$ cat config.mk
export PLATFORM = sky130hd
export DESIGN_NAME = irq_bank
export DESIGN_NICKNAME = d
export VERILOG_FILES = /design/src/rtl/irq_bank.sv
export SDC_FILE = /design/constraint.sdc
export NUM_CORES = 1
export LEC_CHECK = 0
export ABC_CLOCK_PERIOD_IN_PS = 1720
export BUFFER_PORTS_ARGS = -buffer_cell sky130_fd_sc_hd__buf_2
export CAP_MARGIN = 25
export CELL_PAD_IN_SITES_DETAIL_PLACEMENT = 2
export CELL_PAD_IN_SITES_GLOBAL_PLACEMENT = 2
export CORE_MARGIN = 3
export CORE_UTILIZATION = 41
export DETAILED_ROUTE_END_ITERATION = 6
export GPL_TIMING_DRIVEN = 0
export PLACE_DENSITY_LB_ADDON = 0.2
export SLEW_MARGIN = 15
export SYNTH_ARGS = -nofsm -noshare
export SYNTH_HDL_FRONTEND = slang
export SYNTH_SLANG_ARGS = --single-unit
$ cat constraint.sdc
create_clock -name clk -period 1.72 [get_ports clk]
set_input_delay 0.086 -clock clk [delete_from_list [all_inputs] [get_ports clk]]
set_output_delay 0.086 -clock clk [all_outputs]
set_load 0.02 [all_outputs]
$ cat src/rtl/irq_bank.sv
module irq_bank #(
  parameter int N_SRC = 24,
  parameter int AW    = 5
) (
  input  logic             clk,
  input  logic             rst_n,
  input  logic [N_SRC-1:0] src_in,
  input  logic [AW-1:0]    addr,
  input  logic [7:0]       wdata,
  input  logic             wr,
  input  logic             rd,
  output logic [7:0]       rdata,
  output logic [1:0]       irq_n
);
  localparam int SB  = (N_SRC + 7) / 8;
  localparam int TB  = (2 * N_SRC + 7) / 8;
  localparam int SW  = SB * 8;
  localparam int TRB = 1;
  localparam int ST0 = TRB + TB;
  localparam int MK0 = ST0 + SB;
  localparam int ST1 = MK0 + SB;
  localparam int MK1 = ST1 + SB;
  localparam logic [SW-1:0] VALID = SW'((SW+1)'(1) << N_SRC) - SW'(1);

  logic [1:0]         ctrl;
  logic [TB*8-1:0]    trig;
  logic [N_SRC-1:0]   s1, s2, s3;
  logic [SW-1:0]      ev;
  logic [1:0][SW-1:0] st, pd, mk, clr, st_nx, pd_nx;

  wire cor    = ctrl[0];
  wire buf_en = ctrl[1];
  wire [31:0] a = 32'(addr);

  always_ff @(posedge clk or negedge rst_n)
    if (!rst_n) {s1, s2, s3} <= '0;
    else begin
      s1 <= src_in;
      s2 <= s1;
      s3 <= s2;
    end

  always_comb begin
    ev = '0;
    for (int i = 0; i < N_SRC; i++)
      ev[i] = (s2[i] & ~s3[i] & trig[2*i+1]) | (~s2[i] & s3[i] & trig[2*i]);
  end

  always_comb begin
    for (int l = 0; l < 2; l++) begin
      clr[l] = '0;
      for (int b = 0; b < SB; b++)
        if (a == (l == 0 ? ST0 : ST1) + b) begin
          if (rd && cor)  clr[l][b*8 +: 8] = st[l][b*8 +: 8];
          if (wr && !cor) clr[l][b*8 +: 8] = wdata;
        end
      st_nx[l] = (ev | (st[l] & ~clr[l]) | (pd[l] & clr[l])) & VALID;
      pd_nx[l] = {SW{buf_en}} & VALID &
                 ((pd[l] & ~clr[l]) | (ev & st[l] & ~clr[l]) | (ev & pd[l] & clr[l]));
    end
  end

  always_ff @(posedge clk or negedge rst_n)
    if (!rst_n) begin
      ctrl <= '0;
      trig <= '0;
      st   <= '0;
      pd   <= '0;
      mk   <= {VALID, VALID};
    end else begin
      st <= st_nx;
      pd <= pd_nx;
      if (wr && a == 0) ctrl <= wdata[1:0];
      for (int b = 0; b < TB; b++)
        if (wr && a == TRB + b) trig[b*8 +: 8] <= wdata;
      for (int l = 0; l < 2; l++)
        for (int b = 0; b < SB; b++)
          if (wr && a == (l == 0 ? MK0 : MK1) + b)
            mk[l][b*8 +: 8] <= wdata & VALID[b*8 +: 8];
    end

  always_comb begin
    rdata = '0;
    if (a == 0) rdata = {6'b0, ctrl};
    for (int b = 0; b < TB; b++)
      if (a == TRB + b) rdata = trig[b*8 +: 8];
    for (int b = 0; b < SB; b++) begin
      if (a == ST0 + b) rdata = st[0][b*8 +: 8];
      if (a == MK0 + b) rdata = mk[0][b*8 +: 8];
      if (a == ST1 + b) rdata = st[1][b*8 +: 8];
      if (a == MK1 + b) rdata = mk[1][b*8 +: 8];
    end
  end

  assign irq_n[0] = ~|(st[0] & ~mk[0]);
  assign irq_n[1] = ~|(st[1] & ~mk[1]);

  logic [SW-1:0] off;
  always_comb begin
    off = '0;
    for (int i = 0; i < N_SRC; i++) off[i] = ~trig[2*i+1] & ~trig[2*i];
  end

  AST_OFF_NEVER_SETS: assert property (@(posedge clk) disable iff (!rst_n)
    ((st[0] | st[1]) & ~$past(st[0] | st[1]) & ~$past(pd[0] | pd[1]) & $past(off)) == '0);
  AST_EDGE_BOTH_LINES: assert property (@(posedge clk) disable iff (!rst_n)
    ((st[0] & st[1] & $past(ev)) == $past(ev)));
  AST_FULL_MASK_QUIET: assert property (@(posedge clk) disable iff (!rst_n)
    ((mk[0] & VALID) == VALID) |-> irq_n[0]);
  AST_READ_KEEPS_W1C: assert property (@(posedge clk) disable iff (!rst_n)
    $past(rd && !wr && !cor) |-> ((st[0] & $past(st[0])) == $past(st[0])));
  AST_NO_BUF_NO_PEND: assert property (@(posedge clk) disable iff (!rst_n)
    ($past(!buf_en) && !buf_en) |-> (pd[1] == '0));
endmodule

# Word-level counts from Yosys, hierarchy flattened
# Index checks and enable logic that the tools add are counted.
[op_classes]
n_eq_ne = 18
n_reduce_logical = 21
muxes = 37
n_bitwise = 198
[ops]
columns = ["op", "n"]
rows = [
  ["$and 24x24->24", 18],
  ["$mux 8", 36],
  ["$or 24x24->24", 8],
  ["$and 1x1->1", 96],
  ["$not 24->24", 4],
  ["$not 1->1", 48],
  ["$reduce_or 24->1", 2],
  ["$eq 5x4->1 const B", 8],
  ["$logic_not 32->1", 1],
  ["$or 1x1->1", 24],
  ["$eq 5x3->1 const B", 4],
  ["$eq 5x5->1 const B", 3],
  ["$logic_and 1x1->1", 15],
  ["$eq 5x2->1 const B", 2],
  ["$eq 5x1->1 const B", 1],
  ["$logic_not 1->1", 3],
  ["$mux 2", 1],
]
[totals]
inputBits = 41
out_inout_bits = 10
register_bits = 266

# Longest topological paths before layout
[logic_depth]
depth_word = 20
mapped_depth = 9
ltp_nobuf = 6

# Worst setup path after synthesis
# OpenSTA, ideal clock, no wires.
[synth_path]
kind = "input-to-output"
from = "input addr[3]"
to = "output rdata[2]"
n_path_buf = 2
arrival_time_ns = 1.623
path_slack_ns = 0.011
required_ns = 1.634
stages = 8
cell_sequence = "buf_2 buf_2 nand3b_2 nor3_4 nand2_1 a32oi_1 o21ai_1 a21oi_1"
[synth_between]
elab_chain_len = 19
[synth_rtl]
columns = ["element", "line_no", "source"]
rows = [
  ["start, declared", "8", "input logic [AW-1:0] addr,"],
  ["$eq 5x1->1", "86", "if (a == TRB + b) rdata = trig[b*8 +: 8];"],
  ["$mux 8 (6 in a row)", "86", ""],
  ["$mux 8", "88", "if (a == ST0 + b) rdata = st[0][b*8 +: 8];"],
  ["$mux 8", "89", "if (a == MK0 + b) rdata = mk[0][b*8 +: 8];"],
  ["$mux 8", "90", "if (a == ST1 + b) rdata = st[1][b*8 +: 8];"],
  ["$mux 8", "91", "if (a == MK1 + b) rdata = mk[1][b*8 +: 8];"],
  ["$mux 8", "88", ""],
  ["$mux 8", "89", ""],
  ["$mux 8", "90", ""],
  ["$mux 8", "91", ""],
  ["$mux 8", "88", ""],
  ["$mux 8", "89", ""],
  ["$mux 8", "90", ""],
  ["$mux 8 *", "91", ""],
  ["end, declared", "12", "output logic [7:0] rdata,"],
]
# Mark *: on every way between the ends. The rest lies on a longest branch, timed or not.

# Final worst setup path
[layout_path]
from = "input addr[3]"
to = "output rdata[6]"
# Same word-level chain as after synthesis.

==> results by group <==
Run status
  • Outcome: complete, but fails checks
  • Failing checks: hold timing, setup timing

Setup path
  • CP Capture Type: output port
  • Critical Path Fanout Max: 10
  • CP Data Arrival Time: 2.78 ns
  • CP Launch Type: primary input
  • CP Class: primary input to output port
  • CP required: 1.63 ns

GRT
  • Initial antenna violation count: 4
  • First-pass GRT wire length: 94.0 mm
  • M3 GR Usage: 0.0722
  • Total Routing Usage GR: 0.379
  • Met1 usage: 0.489
  • Pin count of the biggest net entering global routing: 87
  • Number of global-route vias before repair: 13600
  • Grt ovf: 0
  • Most used routing layer: met2
  • M2 GR Usage: 0.599

Routing
  • DR vias: 13400
  • # DRC: 0
  • Drt first-iter violations: 1815
  • DR pass1 iterations: 5
  • ANT nets after route: 0
  • WL per Instance: 40.4 µm
  • Final WL: 75.1 mm
  • DR vias/cell: 7.21

Floorplan
  • Die ar.: 33600 µm²
  • FP Rows: 64
  • Vert. Die Dim: 183 µm
  • # IOs: 51
  • Starting density of the core: 0.419
  • Core area: 30700 µm²
  • Die W: 183 µm

Timing
  • Min Hold Slack: -0.0250 ns
  • Tmin final: 2.86 ns
  • Final period util: 1.67
  • Fin Clk Skew: 0.0149 ns
  • Slew margin rel.: 0.252
  • Hold Violations, Final: 13
  • Final TNS setup: -34.67 ns
  • Fmax achieved: 0.349 GHz
  • Worst-Margin Slew: 1.12 ns
  • Setup violations, final: 127
  • Final number of max-transition violations: 0
  • Worst Slack Setup Final: -1.14 ns
  • RSZ-0062 raised after global routing: yes

Synth
  • Synth cell types: 78
  • Syn nets: 1279
  • Synth Warn #: 0
  • Synth top area share: 0.423
  • Mean Syn Cell Area: 10.4 µm²
  • Adder-cell share of the synthesized area: 0
  • Post-synth top flop: dfrtp_1
  • Register area share after synthesis: 0.521
  • FFs w/ async S/R, synth: 1.00
  • Synthesized area: 12900 µm²
  • Synth Area in Simple Gates: 0.140
  • Seq cells post-synth: 266
  • Top cells by area, synth: dfrtp_1 (42%), dfstp_2 (9.8%), mux2_2 (8.7%)
  • Synthesized instance count: 1238
  • Multiplexer area fraction after synthesis: 0.0889
  • Largest area contributor in the synthesized netlist: dfrtp_1
  • Main combinational cell family by area after synthesis: compound AO/OA/AOI/OAI gates
  • Post-synth EDFFs: 0
  • Compound-Gate Fraction of Synth Area: 0.208
  • Post-Synth XOR/XNOR Area: 0

Clock network
  • CTS H-tree depth: 1
  • Latest clock arrival within the worst-skew pair: 0.61 ns
  • CTS clock-pin slew for the worst setup and hold paths: 0.06 ns
  • CTS tree: built
  • Sinks on the clock net: 266
  • CTS Root Cell: clkbuf_16
  • CTS Buf Count: 31
  • CTS Buffer Depth: 3

Layout
  • Share of layout cells above drive strength 1: 0.500
  • Final instance area: 17800 µm²
  • Non-Filler Instances: 1858
  • Filler Cell Count: 2866
  • P&R area growth vs syn: 37.9%
  • Final #Nets: 1479

Place
  • Final HPWL DP: 39.9 mm
  • RD Place Congestion: 0.969
  • Place WS: -1.03 ns
  • Cells after DPL: 1689
  • Dpl cell area: 13700 µm²
  • I/O Buffers: 48

Power
  • Leak pwr: 0.00709 µW
  • Maximum vdd drop: 0.878 mV
  • Cell Pwr Density: 1130 nW/µm²
  • Pwr Total: 20100 µW

Worst hold path
  • HP Class: primary input to async pin

Flow run
  • Max-Cap Viols: 0
==> worst max-delay path, cell delays in order <==
cell and delay, ns:
buf_2 0.25, buf_2 0.33, nand3b_2 0.35, buf_6 0.31
nor2_1 0.11, o21ai_0 0.52, o2111ai_1 0.40, o211ai_2 0.24
buf_6 0.17
==> sequential cells by signal (all words and copies together), names as in the netlist <==
register  count
mk           48
pd           48
st           48
trig         48
s1           24
s2           24
s3           24
ctrl          2
==> cell usage after synthesis (34+ instances only) <==
| cell | number |
|---|---|
| dfrtp_1 | 218 |
| a21oi_1 | 105 |
| nor2_1 | 101 |
| mux2_2 | 100 |
| o21ai_0 | 88 |
| nand2_1 | 74 |
| o21bai_1 | 50 |
| inv_1 | 49 |
| a311oi_1 | 48 |
| dfstp_2 | 48 |
| o22ai_1 | 35 |
| nand3b_1 | 34 |
==> placed cells by master (no fill, tap or decap), types with 10 or more instances in the layout <==
| cell | synthesis | final |
|---|---|---|
| dfrtp_1 | 218 | 198 |
| mux2_2 | 100 | 98 |
| a21oi_1 | 105 | 79 |
| buf_4 | 7 | 61 |
| nand2_1 | 74 | 57 |
| buf_2 | 30 | 50 |
| o21bai_1 | 50 | 49 |
| dfstp_2 | 48 | 48 |
| buf_6 | 3 | 45 |
| o21ai_2 | 0 | 43 |
| a311oi_2 | 0 | 43 |
| nor2_4 | 1 | 42 |
| inv_1 | 49 | 40 |
| nor2_1 | 101 | 36 |
| nand3b_1 | 34 | 34 |
| dlygate4sd3_1 | 0 | 33 |
| clkbuf_16 | 0 | 32 |
| nor2_2 | 4 | 28 |
| o22ai_1 | 35 | 26 |
| o21ai_1 | 2 | 26 |
| a21oi_2 | 0 | 24 |
| nor3_2 | 3 | 23 |
| nand2_2 | 5 | 22 |
| clkbuf_1 | 30 | 22 |
| o21ai_0 | 88 | 21 |
| dfrtp_2 | 0 | 20 |
| buf_12 | 0 | 12 |
| a22oi_1 | 13 | 11 |
| and2_4 | 1 | 10 |
==> repair_timing <==
item                                    4_1_cts  5_1_grt
endpoints found under the setup margin      106      114
endpoints found under the hold margin       207        0
setup buffers                                66       25
resized for setup                           353      232
pin swaps                                    76      130
hold buffers                                 33        0
cloned                                        2        0
==> final timing paths <==
check | from | end | slack [ns] | cells after the start
max | addr[3] | rdata[6] | -1.14 | 9
max reg2reg | ctrl[0]$_DFFE_PN0P_ | pd[43]$_DFF_PN0_ | -0.45 | 8
min reg2reg | s1[6]$_DFF_PN0_ | s2[6]$_DFF_PN0_ | 0.35 | 0
min in group clk | src_in[10] | s1[10]$_DFF_PN0_ | 0.13 | 2
min | rst_n | st[22]$_DFF_PN0_ | -0.02 | 2
max in group asynchronous | rst_n | st[34]$_DFF_PN0_ | 0.48 | 4
==> per-layer routing <==
layer  share of wire  routed length, µm
met5               0                  0
met4           0.092               6930
met3           0.095               7150
met2            0.45              33500
met1            0.37              27500
==> where the power goes <==
part	internal [µW]	switching, µW	total, µW
Combinational	1830	2790	4620
Clock	3780	3100	6880
Sequential	7240	1320	8570
Total	12900	7210	20100
==> layout make-up <==
type / instances / area (µm²) / share of cell area
plain buffers: 63 / 497 / 0.0280
diodes: 2 / 5.00 / 0.000282
multi-input cells: 851 / 7170 / 0.404
well taps: 396 / 495 / 0.0279
flip-flops and latches: 266 / 6740 / 0.379
clock buffers: 49 / 913 / 0.0514
inverters: 49 / 184 / 0.0104
clock inverters: 6 / 78.8 / 0.00444
repair buffers: 176 / 1680 / 0.0947
==> cells by family (layout without fill, tap and decap cells) <==
family	Yosys count	in the layout
AO/OA/AOI/OAI	408	408
AND/OR/NAND/NOR	341	341
flip-flops	266	266
buffers and inverters	121	343
multiplexers	102	102
other	0	2
==> through the flow <==
stage,hold WS (ns),utilization
after global routing,0.00581,0.578
after CTS,0.00219,0.544
after detailed placement,0.00835,0.447
after floorplan,-0.210,-
after global placement,0.194,0.443
final,-0.0250,0.578
No activity file was read; power rests on OpenSTA's default activity.
